[src/rtl/irqc_pkg.sv]
package irqc_pkg;
  localparam int unsigned NFIELD       = 7;
  localparam int unsigned FLD_CFG0     = 0;
  localparam int unsigned FLD_CFG1     = 1;
  localparam int unsigned FLD_CFG2     = 2;
  localparam int unsigned FLD_SRC      = 3;
  localparam int unsigned FLD_ROUTE    = 4;
  localparam int unsigned FLD_WAKE     = 5;
  localparam int unsigned FLD_MASK     = 6;
  localparam int unsigned FIELD_STRIDE = 16;
  localparam int unsigned SET_OFS      = 4;
  localparam int unsigned CLR_OFS      = 8;
  localparam int unsigned OFS_RISE     = 'h70;
  localparam int unsigned OFS_TEST     = 'h80;
  localparam int unsigned OFS_FALL     = 'h90;
  localparam int unsigned OFS_PEND0    = 'hA0;
  localparam int unsigned OFS_PEND1    = 'hA4;

  localparam logic [2:0] TRIG_RISE = 3'b001;
  localparam logic [2:0] TRIG_FALL = 3'b010;
  localparam logic [2:0] TRIG_BOTH = 3'b011;
  localparam logic [2:0] TRIG_HIGH = 3'b100;
  localparam logic [2:0] TRIG_LOW  = 3'b101;
endpackage

[src/rtl/irqc_sync.sv]
module irqc_sync #(
  parameter int unsigned W = 32
) (
  input  logic         clk,
  input  logic         rst,
  input  logic [W-1:0] d,
  output logic [W-1:0] q
);
  logic [W-1:0] meta_q;

  always_ff @(posedge clk) begin
    if (rst) begin
      meta_q <= '0;
      q      <= '0;
    end else begin
      meta_q <= d;
      q      <= meta_q;
    end
  end
endmodule

[src/rtl/irqc_setclr_reg.sv]
module irqc_setclr_reg #(
  parameter int unsigned W = 32
) (
  input  logic         clk,
  input  logic         rst,
  input  logic [W-1:0] set_v,
  input  logic [W-1:0] clr_v,
  output logic [W-1:0] q
);
  always_ff @(posedge clk) begin
    if (rst) q <= '0;
    else     q <= (q | set_v) & ~clr_v;
  end
endmodule

[src/rtl/irqc_line.sv]
module irqc_line
  import irqc_pkg::*;
#(
  parameter int unsigned N = 32
) (
  input  logic         clk,
  input  logic         rst,
  input  logic [N-1:0] ext_sync,
  input  logic         test_bit,
  input  logic [N-1:0] src_sel,
  input  logic [N-1:0] cfg0,
  input  logic [N-1:0] cfg1,
  input  logic [N-1:0] cfg2,
  input  logic [N-1:0] rise_clr,
  input  logic [N-1:0] fall_clr,
  output logic [N-1:0] active,
  output logic [N-1:0] rise_q,
  output logic [N-1:0] fall_q
);
  logic [N-1:0] val, prev_q;
  logic [N-1:0] rise_en, fall_en, hi_en, lo_en;
  logic [N-1:0] rise_evt, fall_evt;

  for (genvar i = 0; i < N; i++) begin : g_mode
    logic [2:0] mode;
    assign mode       = {cfg2[i], cfg1[i], cfg0[i]};
    assign val[i]     = src_sel[i] ? ext_sync[i] : test_bit;
    assign rise_en[i] = (mode == TRIG_RISE) || (mode == TRIG_BOTH);
    assign fall_en[i] = (mode == TRIG_FALL) || (mode == TRIG_BOTH);
    assign hi_en[i]   = (mode == TRIG_HIGH);
    assign lo_en[i]   = (mode == TRIG_LOW);
  end

  assign rise_evt = val & ~prev_q & rise_en;
  assign fall_evt = ~val & prev_q & fall_en;

  always_ff @(posedge clk) begin
    if (rst) begin
      prev_q <= '0;
      rise_q <= '0;
      fall_q <= '0;
    end else begin
      prev_q <= val;
      // a fresh edge overrides a clear in the same cycle
      rise_q <= (rise_q & ~rise_clr) | rise_evt;
      fall_q <= (fall_q & ~fall_clr) | fall_evt;
    end
  end

  assign active = (rise_q & rise_en) | (fall_q & fall_en)
                | (val & hi_en) | (~val & lo_en);

  AST_RISE_STICKY: assert property (@(posedge clk) disable iff (rst)
    1'b1 |=> ((rise_q & $past(rise_q & ~rise_clr)) == $past(rise_q & ~rise_clr)));
  AST_FALL_STICKY: assert property (@(posedge clk) disable iff (rst)
    1'b1 |=> ((fall_q & $past(fall_q & ~fall_clr)) == $past(fall_q & ~fall_clr)));
  AST_LATCH_SET_NEEDS_EDGE: assert property (@(posedge clk) disable iff (rst)
    1'b1 |=> ((rise_q & ~$past(rise_q) & ~$past(rise_evt)) == '0));
  AST_EDGE_BEATS_CLEAR: assert property (@(posedge clk) disable iff (rst)
    ((rise_evt & rise_clr) != '0) |=> ((rise_q & $past(rise_evt & rise_clr)) == $past(rise_evt & rise_clr)));
endmodule

[src/rtl/irq_setclr_ctrl.sv]
module irq_setclr_ctrl
  import irqc_pkg::*;
#(
  parameter int unsigned NUM_LINES = 32,
  parameter int unsigned ADDR_W    = 8,
  parameter int unsigned DATA_W    = 32
) (
  input  logic                 clk,
  input  logic                 rst,
  input  logic [NUM_LINES-1:0] irq_in,
  input  logic                 bus_we,
  input  logic [ADDR_W-1:0]    bus_addr,
  input  logic [DATA_W-1:0]    bus_wdata,
  output logic [DATA_W-1:0]    bus_rdata,
  output logic                 cpu_req0,
  output logic                 cpu_req1,
  output logic                 wake_req
);
  localparam int unsigned N = NUM_LINES;

  logic [N-1:0] fld_q   [NFIELD];
  logic [N-1:0] fld_set [NFIELD];
  logic [N-1:0] fld_clr [NFIELD];
  logic [N-1:0] wbits, ext_sync, active, rise_q, fall_q;
  logic [N-1:0] rise_clr, fall_clr, pend0, pend1;
  logic         test_q;
  logic [DATA_W-1:0] rd_d;

  assign wbits = bus_wdata[N-1:0];

  for (genvar f = 0; f < NFIELD; f++) begin : g_fld
    assign fld_set[f] = (bus_we && bus_addr == ADDR_W'(f * FIELD_STRIDE + SET_OFS)) ? wbits : '0;
    assign fld_clr[f] = (bus_we && bus_addr == ADDR_W'(f * FIELD_STRIDE + CLR_OFS)) ? wbits : '0;
    irqc_setclr_reg #(.W(N)) u_reg (
      .clk(clk), .rst(rst), .set_v(fld_set[f]), .clr_v(fld_clr[f]), .q(fld_q[f])
    );
  end

  assign rise_clr = (bus_we && bus_addr == ADDR_W'(OFS_RISE + CLR_OFS)) ? wbits : '0;
  assign fall_clr = (bus_we && bus_addr == ADDR_W'(OFS_FALL + CLR_OFS)) ? wbits : '0;

  always_ff @(posedge clk) begin
    if (rst)                                        test_q <= 1'b0;
    else if (bus_we && bus_addr == ADDR_W'(OFS_TEST)) test_q <= bus_wdata[0];
  end

  irqc_sync #(.W(N)) u_sync (
    .clk(clk), .rst(rst), .d(irq_in), .q(ext_sync)
  );

  irqc_line #(.N(N)) u_line (
    .clk(clk), .rst(rst), .ext_sync(ext_sync), .test_bit(test_q),
    .src_sel(fld_q[FLD_SRC]), .cfg0(fld_q[FLD_CFG0]), .cfg1(fld_q[FLD_CFG1]),
    .cfg2(fld_q[FLD_CFG2]), .rise_clr(rise_clr), .fall_clr(fall_clr),
    .active(active), .rise_q(rise_q), .fall_q(fall_q)
  );

  assign pend0 = active & fld_q[FLD_MASK] & ~fld_q[FLD_ROUTE];
  assign pend1 = active & fld_q[FLD_MASK] &  fld_q[FLD_ROUTE];

  always_comb begin
    rd_d = '0;
    for (int f = 0; f < NFIELD; f++) begin
      if (bus_addr == ADDR_W'(f * FIELD_STRIDE)) rd_d[N-1:0] = fld_q[f];
    end
    if (bus_addr == ADDR_W'(OFS_RISE))  rd_d[N-1:0] = rise_q;
    if (bus_addr == ADDR_W'(OFS_FALL))  rd_d[N-1:0] = fall_q;
    if (bus_addr == ADDR_W'(OFS_PEND0)) rd_d[N-1:0] = pend0;
    if (bus_addr == ADDR_W'(OFS_PEND1)) rd_d[N-1:0] = pend1;
    if (bus_addr == ADDR_W'(OFS_TEST))  rd_d = {{(DATA_W-1){1'b0}}, test_q};
  end

  always_ff @(posedge clk) begin
    if (rst) begin
      bus_rdata <= '0;
      cpu_req0  <= 1'b0;
      cpu_req1  <= 1'b0;
      wake_req  <= 1'b0;
    end else begin
      bus_rdata <= rd_d;
      cpu_req0  <= |pend0;
      cpu_req1  <= |pend1;
      wake_req  <= |(active & fld_q[FLD_WAKE]);
    end
  end

  AST_MASK_BLOCKS_REQ: assert property (@(posedge clk) disable iff (rst)
    (fld_q[FLD_MASK] == '0) |=> (!cpu_req0 && !cpu_req1));
  AST_WAKE_NEEDS_ENABLE: assert property (@(posedge clk) disable iff (rst)
    (fld_q[FLD_WAKE] == '0) |=> !wake_req);
  AST_TESTBIT_RSVD_ZERO: assert property (@(posedge clk) disable iff (rst)
    (bus_addr == ADDR_W'(OFS_TEST)) |=> (bus_rdata[DATA_W-1:1] == '0));
endmodule

[config.mk]
export PLATFORM = sky130hd
export DESIGN_NAME = irq_setclr_ctrl
export DESIGN_NICKNAME = d
export VERILOG_FILES = /design/src/rtl/irqc_pkg.sv /design/src/rtl/irqc_sync.sv /design/src/rtl/irqc_setclr_reg.sv /design/src/rtl/irqc_line.sv /design/src/rtl/irq_setclr_ctrl.sv
export SDC_FILE = /design/constraint.sdc
export NUM_CORES = 1
export LEC_CHECK = 0
export ABC_AREA = 1
export BUFFER_PORTS_ARGS = -buffer_cell sky130_fd_sc_hd__buf_2
export CAP_MARGIN = 20
export CORE_MARGIN = 4
export CORE_UTILIZATION = 30
export DETAILED_ROUTE_END_ITERATION = 8
export HOLD_SLACK_MARGIN = 0.06
export PLACE_DENSITY_LB_ADDON = 0.15
export SYNTH_ARGS = -nofsm -noshare
export SYNTH_HDL_FRONTEND = slang
export SYNTH_SLANG_ARGS = --single-unit
[constraint.sdc]
create_clock -name clk -period 2 [get_ports clk]
set_input_delay 0.2 -clock clk [delete_from_list [all_inputs] [get_ports clk]]
set_output_delay 0.2 -clock clk [all_outputs]
set_load 0.005 [all_outputs]
# Word-level counts from Yosys, hierarchy flattened
# Index checks and enable logic that the tools add are counted.
dict set report word_totals {
  reg_bits 420
  rom_bits 0
  ram_bits 0
  memories 0
  latch_bits 0
  input_bits 75
}
dict set report op_classes {
  muxes 60
  div_mod_pow 0
  eq_ne 187
  n_bitwise 45
  order_cmp 0
  n_mul 0
  shifts 0
  add_sub_neg 0
  reduce_logical 86
}
# cell count
set op_table {}
lappend op_table {{$mux W32} 27}
lappend op_table {{$and A32 B32 Y32} 21}
lappend op_table {{$not A32 Y32} 12}
lappend op_table {{$or A32 B32 Y32} 12}
lappend op_table {{$eq A3 B2 Y1 const B} 64}
lappend op_table {{$eq A3 B3 Y1 const B} 64}
lappend op_table {{$eq A3 B1 Y1 const B} 32}
lappend op_table {{$reduce_or A32 Y1} 3}
lappend op_table {{$eq A8 B7 Y1 const B} 11}
lappend op_table {{$logic_or A1 B1 Y1} 64}
lappend op_table {{$eq A8 B6 Y1 const B} 6}
lappend op_table {{$eq A8 B8 Y1 const B} 5}
lappend op_table {{$mux W1} 33}
lappend op_table {{$eq A8 B5 Y1 const B} 3}
lappend op_table {{$logic_and A1 B1 Y1} 17}
lappend op_table {{$eq A8 B3 Y1 const B} 1}
lappend op_table {{$eq A8 B4 Y1 const B} 1}
lappend op_table {{$logic_not A8 Y1} 1}
lappend op_table {{$reduce_or A2 Y1} 1}

# Depth between registers and ports, before layout
dict set report depth {
  ltp_word 13
  depth_mapped 14
  depth_no_buf 13
}

# Modules after synthesis
# A second synthesis with hierarchy kept.
dict set report hier_totals {
  hier_cells 4120
  area_unflattened_um2 23745.3
}
# mod area_each_um2 n_inst cells_each
set by_module_without_submodules {}
lappend by_module_without_submodules {irqc_setclr_reg 1173.6 7 164}
lappend by_module_without_submodules {irq_setclr_ctrl 7269.5 1 1602}
lappend by_module_without_submodules {irqc_line 6419.9 1 1171}
lappend by_module_without_submodules {irqc_sync 1840.5 1 199}

# Worst setup path before layout
# OpenSTA, ideal clock, no wires.
dict set report synth_timing {
  kind {register to register}
  start {reg test_q}
  end {reg cpu_req1}
  synth_period_minus_slack_ps 1720
  setup_time_ps 132
  arrival_ps 1588
  required_time_ps 1868
  stages_incl_launch_ff 13
  slack_ps 280
  cell_sequence {dfxtp_1 -> inv_1 -> clkbuf_1 -> o21ai_0 -> inv_1 -> nand2_1 -> nand3b_1 -> nand3_1 -> nand2_1 -> nor2_1 -> nand2_1 -> nor2_1 -> a21oi_1}
}
dict set report synth_between {
  elab_chain_len 7
  word_cells_on_any_way 40
  classes_between {mux: 32; bitwise: 7; reduce/logical: 1}
}
# item line_no
set synth_rtl {}
lappend synth_rtl {{start: declaration} irq_setclr_ctrl.sv:26} ;# logic test_q;
lappend synth_rtl {{start signal: assignment} irq_setclr_ctrl.sv:44} ;# else if (bus_we && bus_addr == ADDR_W'(OFS_TEST)) test_q <= bus_wdata[0];
lappend synth_rtl {{$mux W1} irqc_line.sv:27} ;# assign val[i] = src_sel[i] ? ext_sync[i] : test_bit;
lappend synth_rtl {{$and A32 B32 Y32 / $not A32 Y32 (equally long branches)} irqc_line.sv:51} ;# | (val & hi_en) | (~val & lo_en);
lappend synth_rtl {{$or A32 B32 Y32 / $and A32 B32 Y32 (equally long branches)} irqc_line.sv:51}
lappend synth_rtl {{$or A32 B32 Y32 *} irqc_line.sv:51}
lappend synth_rtl {{$and A32 B32 Y32 * (2 in a row)} irq_setclr_ctrl.sv:59} ;# assign pend1 = active & fld_q[FLD_MASK] & fld_q[FLD_ROUTE];
lappend synth_rtl {{$reduce_or A32 Y1 *} irq_setclr_ctrl.sv:82} ;# cpu_req1 <= |pend1;
lappend synth_rtl {{end signal: assignment} irq_setclr_ctrl.sv:82}
lappend synth_rtl {{end: declaration} irq_setclr_ctrl.sv:16} ;# output logic cpu_req1,
# Mark *: on every way between the ends. The rest lies on a longest branch, timed or not.
# A chain may end at the register's enable or synchronous reset.

# Final worst setup path
# Ends and elaborated chain as after synthesis.

==> flow_metrics.py <==
metrics = {
    "timing": {
        "fin_crit_sh_pct": 97.8,
        "skew_ps": 15.3,
        "maxSlewViolCount": 0,
        "slew_headroom_pct": 65.0,
        "finalSetupViolations": 0,
        "fmax_mhz": 511,
        "hold_viol": 0,
        "tightest_slew_ps": 526,
        "worst_hold_slack_ps": 340,
        "period_minus_slack_ps": 1960,
        "rsz0062_at_grt": "true",
    },
    "clock_network": {
        "clock_path_buffers": 3,
        "cts_max_level": 2,
        "clkSlewWorstSetupHoldPaths_ps": 60,
        "root_buffer": "clkbuf_16",
        "clk_latency_ps": 590,
        "cts_sinks": 420,
        "cts_tree": "built",
        "cts_buffers": 49,
    },
    "floorplanning": {
        "core_mm2": 0.0662,
        "die_w_um": 267,
        "dieArea_mm2": 0.0714,
        "num_rows": 94,
        "start_util_pct": 30.5,
        "pin_count": 110,
        "die_h_um": 267,
    },
    "critical_path": {
        "cp-end-kind": "flop",
        "critPathMaxFanout": 9,
        "r2r_end": "cpu_req1",
        "r2r_cells": 12,
        "cp.arrival_ps": 2410,
        "crit_end": "cpu_req1",
        "crit_required_ps": 2450,
        "reg2reg_from": "test_q",
        "critPathLaunchType": "flop",
        "r2r_setup_slack_ps": 40,
        "startpoint": "test_q",
        "path_class": "reg -> reg",
    },
    "layout": {
        "layout_commonest_cell": "nand2_1",
        "finalNonFillerCells": 4260,
        "syn_to_final_growth_pct": 27.4,
        "final_cell_mix": "nand2_1 (573), nor2_1 (495), dfxtp_1 (419)",
        "layout-drive-gt1-share_pct": 13.5,
        "fin_area_mm2": 0.0257,
        "nets": 3438,
        "num_antenna_cells": 0,
    },
    "run_status": {
        "outcome": "finished, final reports clean",
    },
    "synthesis": {
        "yosys.area.top_type_share_pct": 41.7,
        "synth_nets": 3183,
        "yosys.cell_types.count": 25,
        "ys_top_cells_by_area": "dfxtp_1 (42%), nand2_1 (11%), nor2_1 (9.6%)",
        "ys_warn_count": 0,
        "avgSynthCellArea_um2": 6.49,
        "yosys.area.top_type": "dfxtp_1",
        "syn_inst": 3108,
        "netlist_area_mm2": 0.0202,
        "ys_ff_latch": 420,
        "ys_seq_area_share_pct": 41.7,
    },
    "detailed_routing": {
        "wl_um": 83300,
        "num_vias": 21800,
        "antenna_left": 0,
        "detail_route.wl_per_cell_um": 19.6,
        "drtIter0Drc": 1894,
        "drtPass1Iterations": 5,
        "viasPerCell": 5.12,
        "drcViolationCount": 0,
    },
    "grt": {
        "grt_pass1_wl_um": 126000,
        "use_met1_pct": 31.1,
        "grt_max_degree": 100,
        "busiest_layer": "met2",
        "overflow": 0,
        "antenna_found_initial": 3,
        "grt_pass1_vias": 20900,
        "grtUsageMet2_pct": 36.3,
        "grt_usage_pct": 22.8,
        "grtUsageMet3_pct": 3.72,
    },
    "power_and_ir_drop": {
        "power_density_mw_per_mm2": 732,
        "fin_total_pwr_w": 0.0188,
        "irDropWorstVdd_mv": 0.538,
        "leakagePower_nw": 10.8,
    },
    "placed_design": {
        "io_buffers": 109,
        "place_inst": 4102,
        "hpwl_um": 54900,
        "gp_congestion": 0.913,
        "placed_area_mm2": 0.0230,
    },
    "hold_path": {
        "hp-class": "in -> reg",
    },
    "flow_run": {
        "cap_violations": 0,
    },
}
## routing by layer
layer  wire length (um)  vias up
met2              37000      798
met5                 23        -
met4               3090        4
li1                   -    10600
met1              37200    10200
met3               6040      196
## worst max-delay path, stage by stage (launching register included)
cell and delay, ps:
dfxtp_2 360, clkinv_4 120, buf_12 180, o21ai_2 170
inv_1 90, nand2_1 60, nand3b_1 170, nand3_2 120
nand2_1 70, nor2_2 140, nand2_2 130, nor2_1 130
a21oi_1 80
## sequential cells by signal, indices dropped and copies added (netlist names)
signal and count:
bus_rdata 32, wake_req 1, cpu_req0 1, test_q 1
u_line.prev_q 32, u_line.rise_q 32, g_fld.u_reg.q 224, cpu_req1 1
u_line.fall_q 32, u_sync.meta_q 32, u_sync.q 32
## synthesized netlist by cell type, drive strengths merged
| library cell | n |
|---|---|
| a21oi | 313 |
| a311oi | 1 |
| buf | 29 |
| clkbuf | 132 |
| clkinv | 34 |
| dfxtp | 420 |
| inv | 321 |
| nand2 | 585 |
| nand2b | 3 |
| nand3 | 182 |
| nand3b | 20 |
| nand4 | 99 |
| nor2 | 530 |
| nor3 | 317 |
| nor3b | 1 |
| nor4 | 2 |
| o21ai | 110 |
| or2 | 9 |
## where the power goes
group	leakage [nW]	internal (W)	switching (W)
Clock	0.827	0.00583	0.00372
Sequential	3.40	0.00843	0.0000283
Combinational	6.55	0.000252	0.000537
## per-stage QoR
step / util [%] / setup TNS, ps / worst slack, ps
3_5_place_dp: 34.7 / -825 / -178
3_3_place_gp: 34.7 / -875 / -159
2_1_floorplan: - / 0 / 280
4_1_cts: 38.5 / 0 / 0.0462
6_report: 38.8 / 0 / 44.0
5_1_grt: 38.8 / -114 / -64.7
## logic make-up (layout without fill, tap and decap cells)
group,Yosys count,count (layout),synth area share [%]
AO/OA/AOI/OAI,424,424,10.5
buffers and inverters,516,804,10.0
flip-flops,420,420,41.7
AND/OR/NAND/NOR,1748,1748,37.7
## layout make-up
| type | count | area [um^2] |
|---|---|---|
| Clock buffer | 66 | 1380 |
| Clock inverter | 18 | 300 |
| Fill cell | 6973 | 40500 |
| Inverter | 355 | 1340 |
| Multi-Input combinational cell | 2172 | 10100 |
| Sequential cell | 420 | 8410 |
| Tap cell | 864 | 1080 |
| Timing Repair Buffer | 365 | 3100 |
## worst min path at each step
stage	from	end	slack [ps]	depth (start not counted)
CTS	irq_in[1]	u_sync.meta_q[1]	310	4
finish	irq_in[1]	u_sync.meta_q[1]	340	4
detailed placement	u_sync.meta_q[29]	u_sync.q[29]	390	2
global placement	u_sync.meta_q[30]	u_sync.q[30]	390	2
floorplan	irq_in[0]	u_sync.meta_q[0]	310	2
global route	irq_in[17]	u_sync.meta_q[17]	350	4
## what timing repair did
| action | CTS | global route |
|---|---|---|
| setup endpoints to repair | 3 | 4 |
| hold buffers | 71 | 0 |
| buffers inserted | 0 | 3 |
| pin swaps | 1 | 28 |
| gates resized for setup | 26 | 68 |
| gates cloned | 1 | 0 |
| hold endpoints to repair | 265 | 0 |
Power figures use the tool's default switching activity.
